**src/rtl/wsack_pkg.sv**
```systemverilog
package wsack_pkg;

   // Largest number of edges the extension input may add
   localparam int unsigned WSACK_EXT_MAX = 2;

   typedef enum logic [1:0] {
      ST_IDLE    = 2'd0,
      ST_COUNT   = 2'd1,
      ST_ACKED   = 2'd2,
      ST_CAS_OFF = 2'd3
   } wsack_state_e;

   typedef struct packed {
      logic ack_mode;
      logic burst_en;
      logic half_en;
      logic ext_two;
   } wsack_flags_t;

endpackage

```
**src/rtl/wsack_cfg_reg.sv**
```systemverilog
module wsack_cfg_reg #(
   parameter int BASE_W = 2
) (
   input  logic                    clk,
   input  logic                    rst,
   input  logic                    load,
   input  wsack_pkg::wsack_flags_t flags_in,
   input  logic [BASE_W-1:0]       base_in,
   output wsack_pkg::wsack_flags_t flags_q,
   output logic [BASE_W-1:0]       base_q
);

   // Programming is only accepted while the block is held in reset
   always_ff @(posedge clk) begin
      if (rst && load) begin
         flags_q <= flags_in;
         base_q  <= base_in;
      end
   end

endmodule

```
**src/rtl/wsack_edge_counter.sv**
```systemverilog
module wsack_edge_counter #(
   parameter int BASE_W = 2,
   parameter int CNT_W  = 3
) (
   input  logic              clk,
   input  logic              rst,
   input  logic              start,
   input  logic              run,
   input  logic [BASE_W-1:0] base,
   input  logic              ext_two,
   input  logic              wait_ext,
   output logic              hit
);

   logic [CNT_W-1:0] cnt_q;
   logic [CNT_W-1:0] target_q;
   logic             ext_q;

   logic [CNT_W-1:0] k;
   logic [CNT_W-1:0] base_x;
   logic [CNT_W-1:0] ext_n;
   logic             ext_eff;
   logic             ext_now;
   logic             active;

   assign active  = start | run;
   assign base_x  = CNT_W'(base);
   assign ext_n   = ext_two ? CNT_W'(2) : CNT_W'(1);
   // Edge index of the current rising edge: the start edge is edge 0
   assign k       = start ? '0 : cnt_q + CNT_W'(1);
   assign ext_eff = ext_q & ~start;
   // Extension is sampled on the edge where the base count completes
   assign ext_now = ~ext_eff & (k == base_x) & wait_ext;
   assign hit     = active & (ext_eff ? (k == target_q)
                                      : ((k == base_x) & ~wait_ext));

   always_ff @(posedge clk) begin
      if (rst) begin
         cnt_q    <= '0;
         target_q <= '0;
         ext_q    <= 1'b0;
      end else if (active) begin
         cnt_q <= k;
         ext_q <= ext_eff | ext_now;
         if (ext_now) begin
            target_q <= base_x + ext_n;
         end
      end
   end

endmodule

```
**src/rtl/wsack_half_stage.sv**
```systemverilog
module wsack_half_stage #(
   parameter bit HALF_SUPPORT = 1'b1
) (
   input  logic clk,
   input  logic rst,
   input  logic half_en,
   input  logic done,
   output logic lvl
);

   generate
      if (HALF_SUPPORT) begin : g_half
         logic done_neg;
         // Falling-edge copy: the level rises only in the clock-low phase
         always_ff @(negedge clk) begin
            if (rst) begin
               done_neg <= 1'b0;
            end else begin
               done_neg <= done;
            end
         end
         // Both terms are registers, so negation follows the rising edge
         assign lvl = half_en ? (done & done_neg) : done;
      end else begin : g_full
         logic unused_half;
         assign unused_half = half_en ^ rst;
         assign lvl = done;
      end
   endgenerate

endmodule

```
**src/rtl/wsack_gen.sv**
```systemverilog
module wsack_gen #(
   parameter int BASE_W       = 2,
   parameter bit HALF_SUPPORT = 1'b1
) (
   input  logic              clk,
   input  logic              rst,
   input  logic              cfg_load,
   input  logic              cfg_ack_mode,
   input  logic              cfg_burst_en,
   input  logic              cfg_half_en,
   input  logic              cfg_ext_two,
   input  logic [BASE_W-1:0] cfg_base,
   input  logic              acc_req,
   input  logic              ras_start,
   input  logic              cas_en_n,
   input  logic              wait_ext,
   output logic              hs_n
);
   import wsack_pkg::*;

   localparam int MAX_EDGES = (1 << BASE_W) - 1 + WSACK_EXT_MAX;
   localparam int CNT_W     = $clog2(MAX_EDGES + 1);

   generate
      if (BASE_W < 1 || BASE_W > 4) begin : g_bad_base
         $error("wsack_gen: BASE_W must be within 1..4");
      end
   endgenerate

   wsack_flags_t      flags_in;
   wsack_flags_t      flags_q;
   logic [BASE_W-1:0] base_q;

   assign flags_in = '{ack_mode: cfg_ack_mode, burst_en: cfg_burst_en,
                       half_en: cfg_half_en, ext_two: cfg_ext_two};

   wsack_cfg_reg #(.BASE_W(BASE_W)) u_cfg (
      .clk      (clk),
      .rst      (rst),
      .load     (cfg_load),
      .flags_in (flags_in),
      .base_in  (cfg_base),
      .flags_q  (flags_q),
      .base_q   (base_q)
   );

   wsack_state_e state_q, state_d;
   logic         cnt_start;
   logic         cnt_run;
   logic         hit;

   wsack_edge_counter #(.BASE_W(BASE_W), .CNT_W(CNT_W)) u_cnt (
      .clk      (clk),
      .rst      (rst),
      .start    (cnt_start),
      .run      (cnt_run),
      .base     (base_q),
      .ext_two  (flags_q.ext_two),
      .wait_ext (wait_ext),
      .hit      (hit)
   );

   always_comb begin
      state_d   = state_q;
      cnt_start = 1'b0;
      cnt_run   = 1'b0;
      unique case (state_q)
         ST_IDLE: begin
            if (acc_req && ras_start) begin
               cnt_start = 1'b1;
               state_d   = hit ? ST_ACKED : ST_COUNT;
            end
         end
         ST_COUNT: begin
            if (!acc_req) begin
               state_d = ST_IDLE;
            end else begin
               cnt_run = 1'b1;
               if (hit) state_d = ST_ACKED;
            end
         end
         ST_ACKED: begin
            if (!acc_req) begin
               state_d = ST_IDLE;
            end else if (flags_q.burst_en && cas_en_n) begin
               state_d = ST_CAS_OFF;
            end
         end
         ST_CAS_OFF: begin
            if (!acc_req) begin
               state_d = ST_IDLE;
            end else if (!cas_en_n) begin
               // Column enable toggled back: restart the delay from here
               cnt_start = 1'b1;
               state_d   = hit ? ST_ACKED : ST_COUNT;
            end
         end
         default: state_d = ST_IDLE;
      endcase
   end

   always_ff @(posedge clk) begin
      if (rst) begin
         state_q <= ST_IDLE;
      end else begin
         state_q <= state_d;
      end
   end

   logic done;
   logic busy;
   logic ack_lvl;

   assign done = (state_q == ST_ACKED);
   assign busy = (state_q != ST_IDLE);

   wsack_half_stage #(.HALF_SUPPORT(HALF_SUPPORT)) u_half (
      .clk     (clk),
      .rst     (rst),
      .half_en (flags_q.half_en),
      .done    (done),
      .lvl     (ack_lvl)
   );

   assign hs_n = flags_q.ack_mode ? ~ack_lvl : ~(busy & ~ack_lvl);

endmodule

```
**config.mk**
```make
export PLATFORM = sky130hd
export DESIGN_NAME = wsack_gen
export DESIGN_NICKNAME = d
export VERILOG_FILES = /design/src/rtl/wsack_pkg.sv /design/src/rtl/wsack_cfg_reg.sv /design/src/rtl/wsack_edge_counter.sv /design/src/rtl/wsack_half_stage.sv /design/src/rtl/wsack_gen.sv
export SDC_FILE = /design/constraint.sdc
export NUM_CORES = 1
export LEC_CHECK = 0
export ABC_AREA = 1
export BUFFER_PORTS_ARGS = -buffer_cell sky130_fd_sc_hd__buf_2
export CAP_MARGIN = 25
export CORE_MARGIN = 1.5
export CORE_UTILIZATION = 45
export DETAILED_ROUTE_END_ITERATION = 8
export HOLD_SLACK_MARGIN = 0.05
export PLACE_DENSITY = 0.68
export SLEW_MARGIN = 5
export SYNTH_ARGS = -nofsm -noshare
export SYNTH_HDL_FRONTEND = slang
export SYNTH_HIERARCHICAL = 1
export SYNTH_SLANG_ARGS = --single-unit
```
**constraint.sdc**
```tcl
create_clock -name clk -period 2.75 [get_ports clk]
set_clock_uncertainty 0.15 [all_clocks]
set_input_delay 0.55 -clock clk [delete_from_list [all_inputs] [get_ports clk]]
set_output_delay 0.55 -clock clk [all_outputs]
set_load 0.1 [all_outputs]
```
==> impl_metrics.csv <==
group,metric,value,unit
floorplanning,die_w,50.4,um
setup_path,endpoint_kind,"output pin",
cts,cts_tree,"built",
power,power_density,506,nW/um^2
place,dp_hpwl,1500,um
yosys,synth_largest_area_cell,"dfxtp_1",
timing,tightest_slew,0.432,ns
power,p_leak,0.000569,uW
yosys,avgSynthCellArea,7.66,sq um
drt,totalWireLength,1980,um
setup_path,crit_arrival,2.61,ns
yosys,synth_area,1010,sq um
timing,setup_ws,-0.563,ns
cts,clk_latency,0.28,ns
floorplanning,die_area,2540,sq um
floorplanning,initial_core_util,49.5,%
yosys,yosysUniqueCellTypes,21,
timing,slew_headroom,71.1,%
cells_and_area,fin_util,60.2,%
cells_and_area,drive_above_1_share,28.6,%
yosys,synth_nets,153,
cells_and_area,antenna-diode-count,0,
cts,cts_buffers,3,
timing,rsz0062_at_grt,"true",
global_routing,grt-ovfl-total,0,
cells_and_area,layout.cells.non_filler,181,
run,cap_violations,0,
drt,ant_nets,0,
status,status,"finished, violations left",
yosys,yosysTopAreaCellShare,19.8,%
drt,avgViaCountPerCell,4.85,
yosys,synthCells,132,
place,io_buffers,13,
timing,hold_violations,0,
place,place_inst,177,
status,violations,"negative setup slack",
cts,clock_sinks,16,
cells_and_area,fin_nets,176,
drt,dr.pass1.iters,4,
yosys,synth_area_leaders,"dfxtp_1 (20%), edfxtp_1 (18%), nand2_1 (11%), ha_1 (8.7%), inv_1 (8.2%)",
global_routing,grt_pass1_wl,3280,um
power,peakVddDrop,0.289,mV
floorplanning,fp.dieH,50.4,um
drt,vias,878,
timing,setup_viol,1,
yosys,yosysWarnings,6,
setup_path,critPathLaunchType,"flop",
cells_and_area,layout_common_cells,"nand2_1 (28), inv_1 (22), buf_2 (12), nor2_1 (11)",
yosys,synth-seq-area-share,37.6,%
cells_and_area,area_growth,21.5,%
timing,drv_slew,0,
floorplanning,ios,14,
cts,cts_max_level,1,
yosys,synth_seq_cells,16,
cts,root_buffer,"clkbuf_4",
cts,clkTransAtPathRegs,0.10,ns
drt,drtIter0Drc,8,
place,gp_congestion,0.791,
cts,post_cts_buffers,0,
cells_and_area,mostFrequentLayoutCell,"nand2_1",
drt,wl_per_cell,11.0,um
timing,holdWs,0.281,ns
floorplanning,fp.coreArea,2040,sq um
global_routing,grt_usage,17.3,%
global_routing,grt_pass1_vias,820,
global_routing,grt_max_degree,10,
drt,drc,0,
cts,clk_path_buf_depth,2,
global_routing,antenna_found_initial,0,
setup_path,critPathRequiredTime,2.05,ns
floorplanning,num_rows,16,
setup_path,worstSetupPathType,"reg -> out",
min_path,hp-class,"in -> reg",
setup_path,cp_max_fo,2,
[cell families (layout without fill, tap and decap cells)]
| logic type | count (synthesis) | count (layout) | synth area share (%) |
|---|---|---|---|
| XOR/XNOR | 2 | 2 | 1.73 |
| AO/OA/AOI/OAI | 12 | 12 | 5.94 |
| AND/OR/NAND/NOR | 70 | 70 | 34.4 |
| adder cells (fa/ha/maj) | 8 | 8 | 10.6 |
| buffers and inverters | 24 | 46 | 9.65 |
| flip-flops | 16 | 16 | 37.6 |
[area by class of cell]
cell class                      instances  area, sq um
Fill cell                             208          813
Multi-Input combinational cell         92          573
Timing Repair Buffer                   19          129
Clock inverter                          1         3.75
Clock buffer                            4         26.3
Inverter                               22         82.6
Tap cell                               27         33.8
Sequential cell                        16          380
[metal layers]
metal | part of all wire (%) | global-route usage, % | wire length [um]
met5 | 0 | 0 | 0
met4 | 0.91 | 8.11 | 18
met3 | 2.3 | 3.57 | 46
met2 | 49 | 29.4 | 964
met1 | 48 | 20.8 | 954
[registers in the layout, indices dropped and copies added, names as in the netlist]
signal	count
u_half/g_half.done_neg	1
u_cfg/base_q	2
u_cnt/target_q	3
state_q	2
u_cnt/ext_q	1
u_cfg/flags_q	4
u_cnt/cnt_q	3
[synth_stat cells, drive strengths merged]
cell,number
o21ai,4
xor2,2
nor3,1
fa,1
nand3b,1
buf,1
a21oi,8
dfxtp,10
nand3,12
nand4,3
edfxtp,6
inv,23
nand2,36
ha,7
nor2,17
[power by group]
| group | total, uW | switching [uW] | internal, uW | leakage, uW |
|---|---|---|---|---|
| registers | 278 | 15.1 | 263 | 0.000137 |
| logic | 206 | 127 | 79.5 | 0.000412 |
| clock network | 138 | 79.8 | 58.1 | 0.0000203 |
| total | 622 | 222 | 401 | 0.000569 |
[per-stage QoR]
stage | TNS, ns | setup WS (ns) | power (uW) | cell area [sq um]
floorplan | -0.396 | -0.396 | 425 | 1020
global route | -0.620 | -0.620 | 666 | 1230
global placement | -0.260 | -0.260 | 474 | 1170
detailed placement | -0.281 | -0.281 | 480 | 1170
finish | -0.563 | -0.563 | 622 | 1230
CTS | -0.560 | -0.560 | 616 | 1210
[worst paths after layout]
kind	startpoint	end	slack, ns	cells past startpoint
worst max register to register	state_q[0]	state_q[0]	0.22	17
worst min-delay path	cfg_base[0]	u_cfg/base_q[0]	0.28	1
worst max-delay path	u_half/g_half.done_neg	hs_n	-0.56	5
worst min register to register	u_cnt/cnt_q[1]	u_cnt/cnt_q[1]	0.32	2
[critical path: stages, from the launching register on]
cell and delay, ns:
dfxtp_1 0.29, nand3_1 0.09, nand2_2 0.08, buf_6 0.12, a21oi_4 0.13, buf_12 0.18
[timing repair]
item	in CTS	in global routing
pin swaps	0	1
endpoints found under the setup margin	1	3
gates resized for setup	2	5
hold buffers	0	0
hold endpoints to repair	0	0
Power figures use the tool's default switching activity.
